[config.mk]
export PLATFORM = sky130hd
export DESIGN_NAME = wiper_adjust_unit
export DESIGN_NICKNAME = d
export VERILOG_FILES = /design/src/rtl/wiper_pkg.sv /design/src/rtl/wiper_cmd_decode.sv /design/src/rtl/wiper_step_alu.sv /design/src/rtl/wiper_channel.sv /design/src/rtl/wiper_adjust_unit.sv
export SDC_FILE = /design/constraint.sdc
export NUM_CORES = 1
export LEC_CHECK = 0
export CORE_MARGIN = 5
export CORE_UTILIZATION = 46
export CTS_CLUSTER_DIAMETER = 150
export CTS_CLUSTER_SIZE = 25
export DETAILED_ROUTE_END_ITERATION = 7
export MAX_ROUTING_LAYER = met4
export PLACE_DENSITY = 0.78
export SLEW_MARGIN = 20
export SYNTH_ARGS = -nofsm -noshare
export SYNTH_HDL_FRONTEND = slang
export SYNTH_SLANG_ARGS = --single-unit
[constraint.sdc]
create_clock -name clk -period 1.94 [get_ports clk]
set_input_delay 0.388 -clock clk [delete_from_list [all_inputs] [get_ports clk]]
set_output_delay 0.388 -clock clk [all_outputs]
set_load 0.02 [all_outputs]
[src/rtl/wiper_pkg.sv]
package wiper_pkg;

  typedef enum logic [2:0] {
    ACT_NONE,
    ACT_WRITE,
    ACT_INC,
    ACT_DEC,
    ACT_SHL,
    ACT_SHR
  } wiper_act_e;

  localparam logic [3:0] OP_SHR_ONE = 4'd4;
  localparam logic [3:0] OP_SHR_ALL = 4'd5;
  localparam logic [3:0] OP_DEC_ONE = 4'd6;
  localparam logic [3:0] OP_DEC_ALL = 4'd7;
  localparam logic [3:0] OP_WRITE   = 4'd11;
  localparam logic [3:0] OP_SHL_ONE = 4'd12;
  localparam logic [3:0] OP_SHL_ALL = 4'd13;
  localparam logic [3:0] OP_INC_ONE = 4'd14;
  localparam logic [3:0] OP_INC_ALL = 4'd15;

endpackage

[src/rtl/wiper_cmd_decode.sv]
module wiper_cmd_decode
  import wiper_pkg::*;
#(
  parameter int NCH  = 2,
  parameter int SELW = 1
) (
  input  logic            clk,
  input  logic            rst_n,
  input  logic            valid_i,
  input  logic [3:0]      op_i,
  input  logic [SELW-1:0] sel_i,
  input  logic            wp_n_i,
  output wiper_act_e      act_o [NCH]
);

  wiper_act_e kind;
  logic       gang;

  always_comb begin
    kind = ACT_NONE;
    gang = 1'b0;
    if (valid_i && wp_n_i) begin
      case (op_i)
        OP_WRITE:   kind = ACT_WRITE;
        OP_INC_ONE: kind = ACT_INC;
        OP_DEC_ONE: kind = ACT_DEC;
        OP_SHL_ONE: kind = ACT_SHL;
        OP_SHR_ONE: kind = ACT_SHR;
        OP_INC_ALL: begin kind = ACT_INC; gang = 1'b1; end
        OP_DEC_ALL: begin kind = ACT_DEC; gang = 1'b1; end
        OP_SHL_ALL: begin kind = ACT_SHL; gang = 1'b1; end
        OP_SHR_ALL: begin kind = ACT_SHR; gang = 1'b1; end
        default:    kind = ACT_NONE;
      endcase
    end
  end

  for (genvar ch = 0; ch < NCH; ch++) begin : g_route
    assign act_o[ch] = (gang || (sel_i == SELW'(ch))) ? kind : ACT_NONE;
  end

  AST_GANG_INC_BOTH: assert property (@(posedge clk) disable iff (!rst_n)
    (valid_i && wp_n_i && op_i == OP_INC_ALL) |-> (act_o[0] == ACT_INC && act_o[1] == ACT_INC));

  AST_SINGLE_ONE_CH: assert property (@(posedge clk) disable iff (!rst_n)
    (valid_i && op_i == OP_WRITE) |-> (act_o[0] == ACT_NONE || act_o[1] == ACT_NONE));

endmodule

[src/rtl/wiper_step_alu.sv]
module wiper_step_alu
  import wiper_pkg::*;
#(
  parameter int W = 10
) (
  input  logic [W-1:0] code_i,
  input  wiper_act_e   act_i,
  input  logic [W-1:0] data_i,
  output logic [W-1:0] code_o
);

  localparam logic [W-1:0] CODE_MAX = {W{1'b1}};
  localparam logic [W-1:0] CODE_MID = W'(1) << (W - 1);

  always_comb begin
    case (act_i)
      ACT_WRITE: code_o = data_i;
      ACT_INC:   code_o = (code_i == CODE_MAX) ? code_i : code_i + W'(1);
      ACT_DEC:   code_o = (code_i == '0) ? code_i : code_i - W'(1);
      ACT_SHL: begin
        if (code_i == '0)            code_o = W'(1);
        else if (code_i >= CODE_MID) code_o = CODE_MAX;
        else                         code_o = code_i << 1;
      end
      ACT_SHR:   code_o = code_i >> 1;
      default:   code_o = code_i;
    endcase
  end

endmodule

[src/rtl/wiper_channel.sv]
module wiper_channel
  import wiper_pkg::*;
#(
  parameter int W = 10
) (
  input  logic         clk,
  input  logic         rst_n,
  input  wiper_act_e   act_i,
  input  logic [W-1:0] data_i,
  input  logic         load_i,
  input  logic [W-1:0] load_code_i,
  output logic [W-1:0] code_o
);

  localparam logic [W-1:0] CODE_MAX = {W{1'b1}};
  localparam logic [W-1:0] CODE_MID = W'(1) << (W - 1);

  logic [W-1:0] code_q;
  logic [W-1:0] alu_code;
  logic [W-1:0] code_d;
  logic         code_en;

  wiper_step_alu #(.W(W)) u_alu (
    .code_i (code_q),
    .act_i  (act_i),
    .data_i (data_i),
    .code_o (alu_code)
  );

  always_comb begin
    code_en = load_i || (act_i != ACT_NONE);
    code_d  = load_i ? load_code_i : alu_code;
  end

  always_ff @(posedge clk or negedge rst_n) begin
    if (!rst_n)       code_q <= CODE_MID;
    else if (code_en) code_q <= code_d;
  end

  assign code_o = code_q;

  AST_LOAD_WINS: assert property (@(posedge clk) disable iff (!rst_n)
    load_i |=> (code_q == $past(load_code_i)));

  AST_WRITE_DATA: assert property (@(posedge clk) disable iff (!rst_n)
    (!load_i && act_i == ACT_WRITE) |=> (code_q == $past(data_i)));

  AST_INC_TOP_HOLD: assert property (@(posedge clk) disable iff (!rst_n)
    (!load_i && act_i == ACT_INC && code_q == CODE_MAX) |=> (code_q == CODE_MAX));

  AST_DEC_FLOOR_HOLD: assert property (@(posedge clk) disable iff (!rst_n)
    (!load_i && act_i == ACT_DEC && code_q == '0) |=> (code_q == '0));

  AST_SHL_UPPER_FULL: assert property (@(posedge clk) disable iff (!rst_n)
    (!load_i && act_i == ACT_SHL && code_q >= CODE_MID) |=> (code_q == CODE_MAX));

  AST_SHR_HALVES: assert property (@(posedge clk) disable iff (!rst_n)
    (!load_i && act_i == ACT_SHR) |=> (code_q == ($past(code_q) >> 1)));

  AST_IDLE_STABLE: assert property (@(posedge clk) disable iff (!rst_n)
    (!load_i && act_i == ACT_NONE) |=> $stable(code_q));

endmodule

[src/rtl/wiper_adjust_unit.sv]
module wiper_adjust_unit
  import wiper_pkg::*;
#(
  parameter int W = 10
) (
  input  logic         clk,
  input  logic         rst_n,
  input  logic         cmd_valid,
  input  logic [3:0]   cmd_op,
  input  logic         cmd_sel,
  input  logic [W-1:0] cmd_data,
  input  logic         wp_n,
  input  logic [1:0]   load_req,
  input  logic [W-1:0] load_code_a,
  input  logic [W-1:0] load_code_b,
  output logic [W-1:0] wiper_a,
  output logic [W-1:0] wiper_b
);

  localparam int NCH  = 2;
  localparam int SELW = $clog2(NCH);

  wiper_act_e   act   [NCH];
  logic [W-1:0] ld_code [NCH];
  logic [W-1:0] code  [NCH];

  assign ld_code[0] = load_code_a;
  assign ld_code[1] = load_code_b;

  wiper_cmd_decode #(.NCH(NCH), .SELW(SELW)) u_dec (
    .clk     (clk),
    .rst_n   (rst_n),
    .valid_i (cmd_valid),
    .op_i    (cmd_op),
    .sel_i   (cmd_sel),
    .wp_n_i  (wp_n),
    .act_o   (act)
  );

  for (genvar ch = 0; ch < NCH; ch++) begin : g_ch
    wiper_channel #(.W(W)) u_ch (
      .clk         (clk),
      .rst_n       (rst_n),
      .act_i       (act[ch]),
      .data_i      (cmd_data),
      .load_i      (load_req[ch]),
      .load_code_i (ld_code[ch]),
      .code_o      (code[ch])
    );
  end

  assign wiper_a = code[0];
  assign wiper_b = code[1];

  AST_WP_LOCK_A: assert property (@(posedge clk) disable iff (!rst_n)
    (!wp_n && !load_req[0]) |=> $stable(wiper_a));

  AST_WP_LOCK_B: assert property (@(posedge clk) disable iff (!rst_n)
    (!wp_n && !load_req[1]) |=> $stable(wiper_b));

  AST_GANG_DEC_SAME_CYCLE: assert property (@(posedge clk) disable iff (!rst_n)
    (cmd_valid && wp_n && cmd_op == OP_DEC_ALL && load_req == 2'b00
     && wiper_a != '0 && wiper_b != '0)
    |=> (wiper_a == $past(wiper_a) - W'(1) && wiper_b == $past(wiper_b) - W'(1)));

endmodule

==> results of run 1 <==
## repair_timing
item / CTS / global route
buffers inserted: 14 / 17
pin swaps: 46 / 60
gates resized for setup: 84 / 77
hold buffers: 0 / 0
setup endpoints to repair: 24 / 26
## cell families (layout without fill, tap and decap cells)
| kind of cell | count (synthesis) | after routing | share of synthesized area |
|---|---|---|---|
| buffers and inverters | 29 | 220 | 0.0574 |
| and+or+nand+nor | 111 | 111 | 0.214 |
| xor gates and xnor gates | 11 | 11 | 0.0378 |
| DFF | 20 | 20 | 0.197 |
| adders and majority gates | 18 | 18 | 0.0942 |
| AOI/OAI and AO/OA | 138 | 138 | 0.399 |
## critical path, stage by stage
cell      delay [ns]
buf_8           0.08
and4_4          0.25
nand3_4         0.10
inv_8           0.11
ha_4            0.21
a21o_1          0.16
a221o_1         0.37
a221oi_2        0.32
xnor2_1         0.10
o211a_1         0.25
a221oi_2        0.22
## area by class of cell
class	instances	area share
Multi-Input combinational cell	278	0.501
Timing Repair Buffer	201	0.352
Sequential cell	20	0.100
Tap cell	72	0.0178
Inverter	15	0.0141
Clock buffer	3	0.00815
Clock inverter	1	0.00593
## per-stage QoR
step / std cells / hold WS (ns)
2_1_floorplan: 327 / 0.0924
3_3_place_gp: 559 / 0.571
3_5_place_dp: 559 / 0.583
4_1_cts: 576 / 0.479
5_1_grt: 590 / 0.481
6_report: 590 / 0.470
## cells in the final DEF (no fill, tap or decap), drive strengths merged, types with 4 or more instances in the layout
master,instances
a2111oi,7
a211oi,6
a21o,9
a21oi,22
a221o,5
a221oi,4
a22o,5
a22oi,9
buf,147
clkbuf,4
clkdlybuf4s50,47
dfrtp,18
ha,16
inv,15
nand2,21
nand2b,5
nand3,13
nand4,6
nor2,38
nor2b,4
nor3,5
nor4,4
o211ai,6
o21ai,28
o21bai,4
o22ai,5
o31ai,5
xnor2,4
xor2,7
## worst max-delay path by stage
stage | from | end | slack, ns | cells past startpoint
3_5_place_dp | cmd_op[2] | g_ch[0].u_ch.code_o[9] | -1.11 | 11
4_1_cts | cmd_op[0] | g_ch[1].u_ch.code_o[7] | -0.35 | 12
3_3_place_gp | cmd_op[2] | g_ch[0].u_ch.code_o[9] | -1.00 | 11
6_report | cmd_valid | g_ch[0].u_ch.code_o[9] | -0.44 | 11
2_1_floorplan | cmd_op[2] | g_ch[0].u_ch.code_o[9] | -0.48 | 11
5_1_grt | cmd_sel | g_ch[1].u_ch.code_o[5] | -0.49 | 13
## metal layers
layer  routed length, um  up-vias
met3                2160      227
met4                1990        0
met5                   0        -
met1                5140     1960
li1                    -     1649
met2                7590      501
## power by group
group | leakage [nW] | total [mW] | switching [mW] | internal (mW)
combinational | 1.93 | 1.37 | 0.703 | 0.665
sequential | 0.233 | 0.566 | 0.0955 | 0.470
clock | 0.0357 | 0.453 | 0.177 | 0.276
total | 2.20 | 2.39 | 0.975 | 1.41
==> reports/qor.yml, run 1 <==
cts:
  clk_pin_slew_ns: 0.10
  numClockSinks: 20
  htree_levels: 1
  cts_buffer_depth: 2
  cts-root-buf: "clkbuf_8"
  cts_buffers: 3
  clkLatencyLatePin_ns: 0.28
  cts_tree: "yes"
grt:
  use_met1: 0.373
  top_usage_layer: "met2"
  antenna_found_initial: 0
  grtUsageMet3: 0.0491
  grt_pass1_wl_um: 19100
  grt_remaining_overflow: 0
  grt_usage: 0.346
  grt_max_degree: 21
  grt_pass1_vias: 3831
  grt_use_met2: 0.603
cells_and_area:
  register_area_um2: 509
  drive_above_1_share: 0.494
  final_nets: 578
  syn2layout_area_growth_pct: 98.6
  final_core_util: 0.932
  nFillCells: 184
  largest_reg_flops: 20
  fin_area_um2: 5070
  multiInputGateArea_um2: 2540
  antennaDiodeCount: 0
worst_setup_path:
  worstReg2RegStart: "g_ch[0].u_ch.code_o[7]"
  critical_path_class: "input pin to flip-flop"
  arrival_ns: 2.57
  startpoint_type: "input pin"
  worstPathMaxFanout: 5
  reg2reg_depth: 7
  cp-end-kind: "flip-flop"
  timing.rr.end: "g_ch[0].u_ch.code_o[9]"
  worstPathRequired_ns: 2.13
  r2r_setup_slack_ns: -0.27
detailed_routing:
  route.detailed.drc: 0
  wire_per_inst_um: 28.6
  routed_wl_um: 16900
  drt_iter0_markers: 766
  routed-via-count: 4337
  first_pass_iters: 5
  routed_via_density: 7.35
  antenna_left: 0
yosys:
  async_flop_share: 1.00
  yosys-top-cells-count: "nor2_1, o21ai_0, a21oi_1, nand2_1, dfrtp_1"
  synth-seq-cells: 20
  synth.cell_area_um2: 2550
  synthesis.nets: 386
  synth_warnings: 0
  synth.avg_cell_area_um2: 7.80
  synth_flop_cell: "dfrtp_1"
  synth_cell_types: 65
  yosysTopAreaCell: "dfrtp_1"
  ys_top_cells_by_area: "dfrtp_1, ha_1, nor2_1"
  netlist.area_leader.share: 0.177
  yosysMostFrequentCell: "nor2_1"
  ys_seq_area_frac: 0.197
  synth_cells: 327
  synth_edf_count: 0
timing:
  hold_viol: 0
  period_minus_slack_ns: 2.38
  tightest_slew_ns: 0.563
  fmaxAchievable_ghz: 0.420
  setup_viol: 23
  finClkSkew_ns: 0.0111
  period_share: 1.23
  setup_slack_ns: -0.442
  grt_setup_unrepaired: "true"
  report.final.slew_viol_count: 0
  relSlewSlack: 0.622
  setup_tns_ns: -4.58
place:
  dpl_cell_area_um2: 4220
  port_buffers: 60
  dpl.hpwl_um: 8770
  gp_congestion: 1.03
  post-place-ws_ns: -1.11
pwr:
  vdd_drop_max_v: 0.000431
  p_per_area_nw_per_um2: 471
  power_mw: 2.39
  power_leakage_nw: 2.20
min_path:
  hold_path_class: "input pin to asynchronous set/reset pin"
die:
  ios: 61
  core_um2: 5440
  start_util: 0.469
  rows: 27
  fp.dieH_um: 84.5
  die_area_um2: 7140
  die_width_um: 84.5
outcome:
  violations: "negative setup slack"
  run_status: "finished with violations"
run:
  cap_viol_max_count: 0
No activity file was read; power rests on OpenSTA's default activity.
==> inputs of run 2 (changes only) <==
--- a/config.mk
+++ b/config.mk
@@ -5,14 +5,16 @@
 export SDC_FILE = /design/constraint.sdc
 export NUM_CORES = 1
 export LEC_CHECK = 0
+export CORE_ASPECT_RATIO = 1.4
 export CORE_MARGIN = 5
-export CORE_UTILIZATION = 46
+export CORE_UTILIZATION = 49
 export CTS_CLUSTER_DIAMETER = 150
 export CTS_CLUSTER_SIZE = 25
 export DETAILED_ROUTE_END_ITERATION = 7
 export MAX_ROUTING_LAYER = met4
-export PLACE_DENSITY = 0.78
+export PLACE_DENSITY = 0.79
 export SLEW_MARGIN = 20
 export SYNTH_ARGS = -nofsm -noshare
 export SYNTH_HDL_FRONTEND = slang
+export SYNTH_HIERARCHICAL = 1
 export SYNTH_SLANG_ARGS = --single-unit
==> reports/qor.yml, run 2 <==
outcome:
  run_status: "finished with violations"
  violations: "negative setup slack"
yosys:
  synth_cells: 415  # +27%
  synth-seq-cells: 20  # unchanged
  ys_top_cells_by_area: "dfrtp_1, mux2_4, mux2_2"
  synth_flop_cell: "dfrtp_1"
  synth_warnings: 6  # +6
  async_flop_share: 1.00  # unchanged
  yosys-top-cells-count: "nor2_1, a21oi_1, nand2_1, mux2_2, mux2_4"
  synth_cell_types: 75  # +15%
  synthesis.nets: 460  # +19%
  yosysMostFrequentCell: "nor2_1"
  synth.avg_cell_area_um2: 7.84  # +0.51%
  yosysTopAreaCell: "dfrtp_1"
  synth.cell_area_um2: 3250  # +28%
  netlist.area_leader.share: 0.138  # -0.0381
  synth_edf_count: 0  # unchanged
  ys_seq_area_frac: 0.155  # -0.0426
detailed_routing:
  first_pass_iters: 5  # unchanged
  routed_wl_um: 18300  # +8.5%
  routed_via_density: 7.26  # -1.2%
  routed-via-count: 5135  # +18%
  wire_per_inst_um: 25.9  # -9.5%
  antenna_left: 0  # unchanged
  drt_iter0_markers: 667  # -13%
  route.detailed.drc: 0  # unchanged
timing:
  report.final.slew_viol_count: 0  # unchanged
  hold_viol: 0  # unchanged
  fmaxAchievable_ghz: 0.375  # -11%
  relSlewSlack: 0.673  # +0.0510
  setup_viol: 22  # -4.3%
  holdWs_ns: 0.468  # -0.00215 ns
  period_share: 1.38  # +0.148
  setup_tns_ns: -11.83  # -7.25 ns
  grt_setup_unrepaired: "true"
  finClkSkew_ns: 0.0145  # +0.00343 ns
  tightest_slew_ns: 0.490  # -0.0731 ns
  period_minus_slack_ns: 2.67  # +0.287 ns
  setup_slack_ns: -0.728  # -0.287 ns
pwr:
  power_mw: 3.89  # +63%
  power_leakage_nw: 2.50  # +14%
  vdd_drop_max_v: 0.000515  # +20%
  p_per_area_nw_per_um2: 667  # +42%
cells_and_area:
  syn2layout_area_growth_pct: 79.2
  final_common_cell: "buf_4"
  layout_common_cells: "buf_4, clkdlybuf4s50_1, nor2_1, mux2_4"
  nFillCells: 291  # +58%
  drive_above_1_share: 0.547  # +0.0533
  final_nets: 678  # +17%
  final_cell_count_no_fill: 707  # +20%
  largest_reg_flops: 20  # unchanged
worst_setup_path:
  worstReg2RegStart: "g_ch[0].u_ch/code_o[3]"
  worstPathMaxFanout: 5  # unchanged
  startpoint_type: "input pin"
  cp-startpoint: "cmd_sel"
  critical_path_class: "input pin to flip-flop"
  arrival_ns: 2.85  # +0.28 ns
  cp-end-kind: "flip-flop"
  worstPathRequired_ns: 2.12  # about the same
run:
  cap_viol_max_count: 0  # unchanged
place:
  gp_congestion: 1.01  # -1.9%
  dpl.hpwl_um: 10700  # +22%
  port_buffers: 60  # unchanged
  place_inst: 671  # +20%
die:
  start_util: 0.499  # +0.0297
  ios: 61  # unchanged
  die_width_um: 78.9  # -6.6%
  core_um2: 6530  # +20%
  rows: 35  # +30%
  fp.dieH_um: 106  # +26%
  die_area_um2: 8390  # +18%
cts:
  cts_buffer_depth: 2  # unchanged
  cts_tree: "yes"
  htree_levels: 1  # unchanged
  clkLatencyLatePin_ns: 0.28  # about the same
  numClockSinks: 20  # unchanged
  holdBufCountCts: 0  # unchanged
  cts-root-buf: "clkbuf_8"
  clk_pin_slew_ns: 0.10  # about the same
  cts_buffers: 3  # unchanged
grt:
  grt_usage: 0.370  # +0.0240
  top_usage_layer: "met2"
  grt_pass1_wl_um: 23800  # +24%
  grtUsageMet3: 0.0500  # +0.000932
  grt_remaining_overflow: 0  # unchanged
  use_met1: 0.372  # -0.00175
  grt_use_met2: 0.680  # +0.0779
  grt_pass1_vias: 4649  # +21%
  antenna_found_initial: 0  # unchanged
  grt_max_degree: 21  # unchanged
min_path:
  hold_path_class: "input pin to asynchronous set/reset pin"
run 2: per-layer routing:
| layer | part of all wire | routed length [um] |
|---|---|---|
| met1 | 0.32 | 5840 |
| met2 | 0.47 | 8600 |
| met3 | 0.092 | 1690 |
| met4 | 0.12 | 2160 |
| met5 | 0 | 0 |
run 2: worst paths after layout:
kind,endpoint,slack [ns],depth (start not counted)
max,g_ch[1].u_ch/code_o[5],-0.73,13
min,g_ch[1].u_ch/code_o[0],0.47,2
max reg2reg,g_ch[0].u_ch/code_o[1],-0.68,9
min reg2reg,g_ch[1].u_ch/code_o[8],0.72,2
max in group asynchronous,g_ch[0].u_ch/code_o[9],1.14,2
min in group clk,g_ch[1].u_ch/code_o[8],0.72,2
run 2: where the power goes:
part	switching, mW	total [mW]	leakage, nW	internal (mW)
Clock	0.182	0.364	0.0288	0.182
Combinational	1.36	2.78	2.25	1.42
Sequential	0.211	0.744	0.221	0.533
Total	1.75	3.89	2.50	2.14
run 2: final cells by class:
type	count	area (um2)	share of cell area
clock buffers	4	55.1	0.00944
well taps	74	92.6	0.0159
flip-flops and latches	20	515	0.0884
diodes	1	2.50	0.000429
inverters	17	83.8	0.0144
repair buffers	249	2130	0.365
multi-input cells	342	2960	0.507
run 2: cells by family after synthesis:
family / share of synthesized area
AO/OA/AOI/OAI: 0.287
XOR/XNOR: 0.0131
adder cells (fa/ha/maj): 0.0154
buffers and inverters: 0.0773
flip-flops: 0.155
multiplexers: 0.190
AND/OR/NAND/NOR: 0.263
run 2: critical path: stages:
cell and delay, ns:
buf_2 0.12, buf_4 0.15, nor2_2 0.19, nor2_1 0.15, buf_4 0.16, buf_4 0.13, nor3b_1 0.26, o21ai_0 0.16
a32oi_2 0.24, o41ai_2 0.13, a22o_1 0.25, mux2_4 0.27, mux2_4 0.25
run 2: repair_timing:
| action | 4_1_cts | 5_1_grt |
|---|---|---|
| setup endpoints to repair | 26 | 26 |
| setup buffers | 13 | 18 |
| cloned | 2 | 0 |
| pin swaps | 33 | 35 |
| resized for setup | 91 | 64 |
run 2: through the flow:
stage	setup slack, ns	cell area (um2)	utilization
after floorplan	-0.515	3450	-
after global placement	-1.10	5120	0.785
after detailed placement	-1.23	5120	0.785
after CTS	-0.485	5450	0.835
after global routing	-0.761	5830	0.893
final	-0.728	5830	0.894
==> inputs of run 3 (changes only) <==
--- a/config.mk
+++ b/config.mk
@@ -7,12 +7,13 @@
 export LEC_CHECK = 0
 export CORE_ASPECT_RATIO = 1.4
 export CORE_MARGIN = 5
-export CORE_UTILIZATION = 49
+export CORE_UTILIZATION = 54
 export CTS_CLUSTER_DIAMETER = 150
 export CTS_CLUSTER_SIZE = 25
 export DETAILED_ROUTE_END_ITERATION = 7
 export MAX_ROUTING_LAYER = met4
-export PLACE_DENSITY = 0.79
+export PLACE_DENSITY = 0.82
+export SKIP_CTS_REPAIR_TIMING = 1
 export SLEW_MARGIN = 20
 export SYNTH_ARGS = -nofsm -noshare
 export SYNTH_HDL_FRONTEND = slang
==> constraint.sdc (replaced) <==
create_clock -name clk -period 2.8 [get_ports clk]
set_input_delay 0.56 -clock clk [delete_from_list [all_inputs] [get_ports clk]]
set_output_delay 0.56 -clock clk [all_outputs]
set_load 0.02 [all_outputs]
==> reports/qor.yml, run 3 (synthesized netlist as in run 2, its figures left out) <==
outcome:
  run_status: "completed"
pwr:
  p_per_area_nw_per_um2: 456  # -32%
  vdd_drop_max_v: 0.000290  # -44%
  power_mw: 2.04  # -48%
  power_leakage_nw: 1.82  # -27%
timing:
  setup_tns_ns: 0  # +11.83 ns
  period_minus_slack_ns: 2.74
  setup_slack_ns: 0.0645  # +0.793 ns
  fmaxAchievable_ghz: 0.366
  period_share: 0.977
  grt_setup_unrepaired: "false"
  finClkSkew_ns: 0.0102  # -0.00432 ns
  setup_viol: 0  # -100%
  tightest_slew_ns: 0.600  # +0.110 ns
  relSlewSlack: 0.590  # -0.0836
  hold_viol: 0  # unchanged
  report.final.slew_viol_count: 0  # unchanged
cts:
  numClockSinks: 20  # unchanged
  htree_levels: 1  # unchanged
  cts_buffer_depth: 2  # unchanged
  cts_tree: "yes"
  cts-root-buf: "clkbuf_8"
  clk_pin_slew_ns: 0.10  # about the same
  cts_buffers: 3  # unchanged
  clkLatencyLatePin_ns: 0.27  # about the same
die:
  die_width_um: 75.6  # -4.1%
  fp.dieH_um: 102  # -4.3%
  ios: 61  # unchanged
  start_util: 0.555  # +0.0563
  core_um2: 5860  # -10%
  die_area_um2: 7700  # -8.3%
  rows: 33  # -5.7%
grt:
  grt_usage: 0.302  # -0.0682
  grt_pass1_wl_um: 17900  # -25%
  grt_max_degree: 21  # unchanged
  antenna_found_initial: 0  # unchanged
  grt_remaining_overflow: 0  # unchanged
  grt_pass1_vias: 3822  # -18%
worst_setup_path:
  worstReg2RegStart: "g_ch[1].u_ch/code_o[0]"
  arrival_ns: 2.90  # +0.05 ns
  critical_path_class: "input pin to flip-flop"
  reg2reg_depth: 8  # -1
  cp-end-kind: "flip-flop"
  timing.rr.end: "g_ch[1].u_ch/code_o[6]"
  worstPathRequired_ns: 2.97  # +0.85 ns
  startpoint_type: "input pin"
  worstPathMaxFanout: 8  # +3
  cp-startpoint: "cmd_op[2]"
  crit_end: "g_ch[0].u_ch/code_o[5]"
  r2r_setup_slack_ns: 0.18  # +0.86 ns
detailed_routing:
  drt_iter0_markers: 362  # -46%
  first_pass_iters: 4  # -1
  wire_per_inst_um: 19.2  # -26%
  routed_wl_um: 11300  # -38%
  antenna_left: 0  # unchanged
  routed_via_density: 6.60  # -9.2%
  routed-via-count: 3865  # -25%
  route.detailed.drc: 0  # unchanged
min_path:
  hold_path_class: "flip-flop to flip-flop"
  whs_path_depth: 1
  hp-start: "g_ch[1].u_ch/code_o[0]"
run:
  cap_viol_max_count: 0  # unchanged
place:
  dpl.hpwl_um: 8460  # -21%
  port_buffers: 60  # unchanged
  post-place-ws_ns: -0.585  # +0.644 ns
  dpl_cell_area_um2: 4350  # -15%
  gp_congestion: 1.05  # +3.9%
cells_and_area:
  layout_common_cells: "buf_4, clkdlybuf4s50_1, nor2_1, a21oi_1, nand2_1"
  syn2layout_area_growth_pct: 37.5
  final_core_util: 0.763  # -0.131
  final_nets: 562  # -17%
  antennaDiodeCount: 0  # -1
  fin_area_um2: 4470  # -23%
  nFillCells: 454  # +56%
  final_common_cell: "buf_4"
  multiInputGateArea_um2: 2550  # -14%
  largest_reg_flops: 20  # unchanged
  register_area_um2: 503  # -2.4%
  drive_above_1_share: 0.306  # -0.241
==> run 3: cell types whose count changed in the layout (fill, tap and decap cells not counted), moves of 7 or more <==
cell / delta
buf_4: -93
buf_6: -25
dfrtp_1: +10
dfrtp_2: -10
mux2_2: +11
mux2_4: -11
nand3_1: +7
nand3_2: -7
o21ai_0: +10
==> run 3: per-layer routing <==
metal  GRT usage  wire [um]
met5           -          0
met4       0.153        476
met3      0.0246        632
met2       0.534       5910
met1       0.328       4250
==> run 3: cell type report <==
cell class,count,area share
Multi-Input combinational cell,342,0.571
Timing Repair Buffer,133,0.267
Sequential cell,20,0.112
Tap cell,70,0.0196
Inverter,17,0.0143
Clock buffer,3,0.00923
Clock inverter,1,0.00671
==> run 3: report_power, final <==
part,leakage [nW],internal [mW],switching [mW]
Sequential,0.231,0.361,0.171
Combinational,1.55,0.602,0.594
Clock,0.0357,0.191,0.121
==> run 3: through the flow <==
stage          cells  hold slack [ns]
2_1_floorplan    415            0.264
3_3_place_gp     579            0.583
3_5_place_dp     579            0.593
4_1_cts          583            0.617
5_1_grt          586            0.641
6_report         586            0.608
==> run 3: worst max-delay path, stage by stage <==
cell and delay (ns):
clkbuf_2 0.14, nand4b_1 0.31, a221oi_2 0.34, buf_4 0.21, buf_4 0.13, inv_2 0.06, o221ai_2 0.18, nand3_1 0.10
a221o_1 0.35, mux2_2 0.26, mux2_4 0.25
==> run 3: worst min path at each step <==
stage	end	slack, ns
floorplan	g_ch[0].u_ch/code_o[0]	0.26
global placement	g_ch[1].u_ch/code_o[1]	0.58
detailed placement	g_ch[1].u_ch/code_o[0]	0.59
CTS	g_ch[1].u_ch/code_o[0]	0.62
global route	g_ch[1].u_ch/code_o[0]	0.64
finish	g_ch[1].u_ch/code_o[0]	0.61
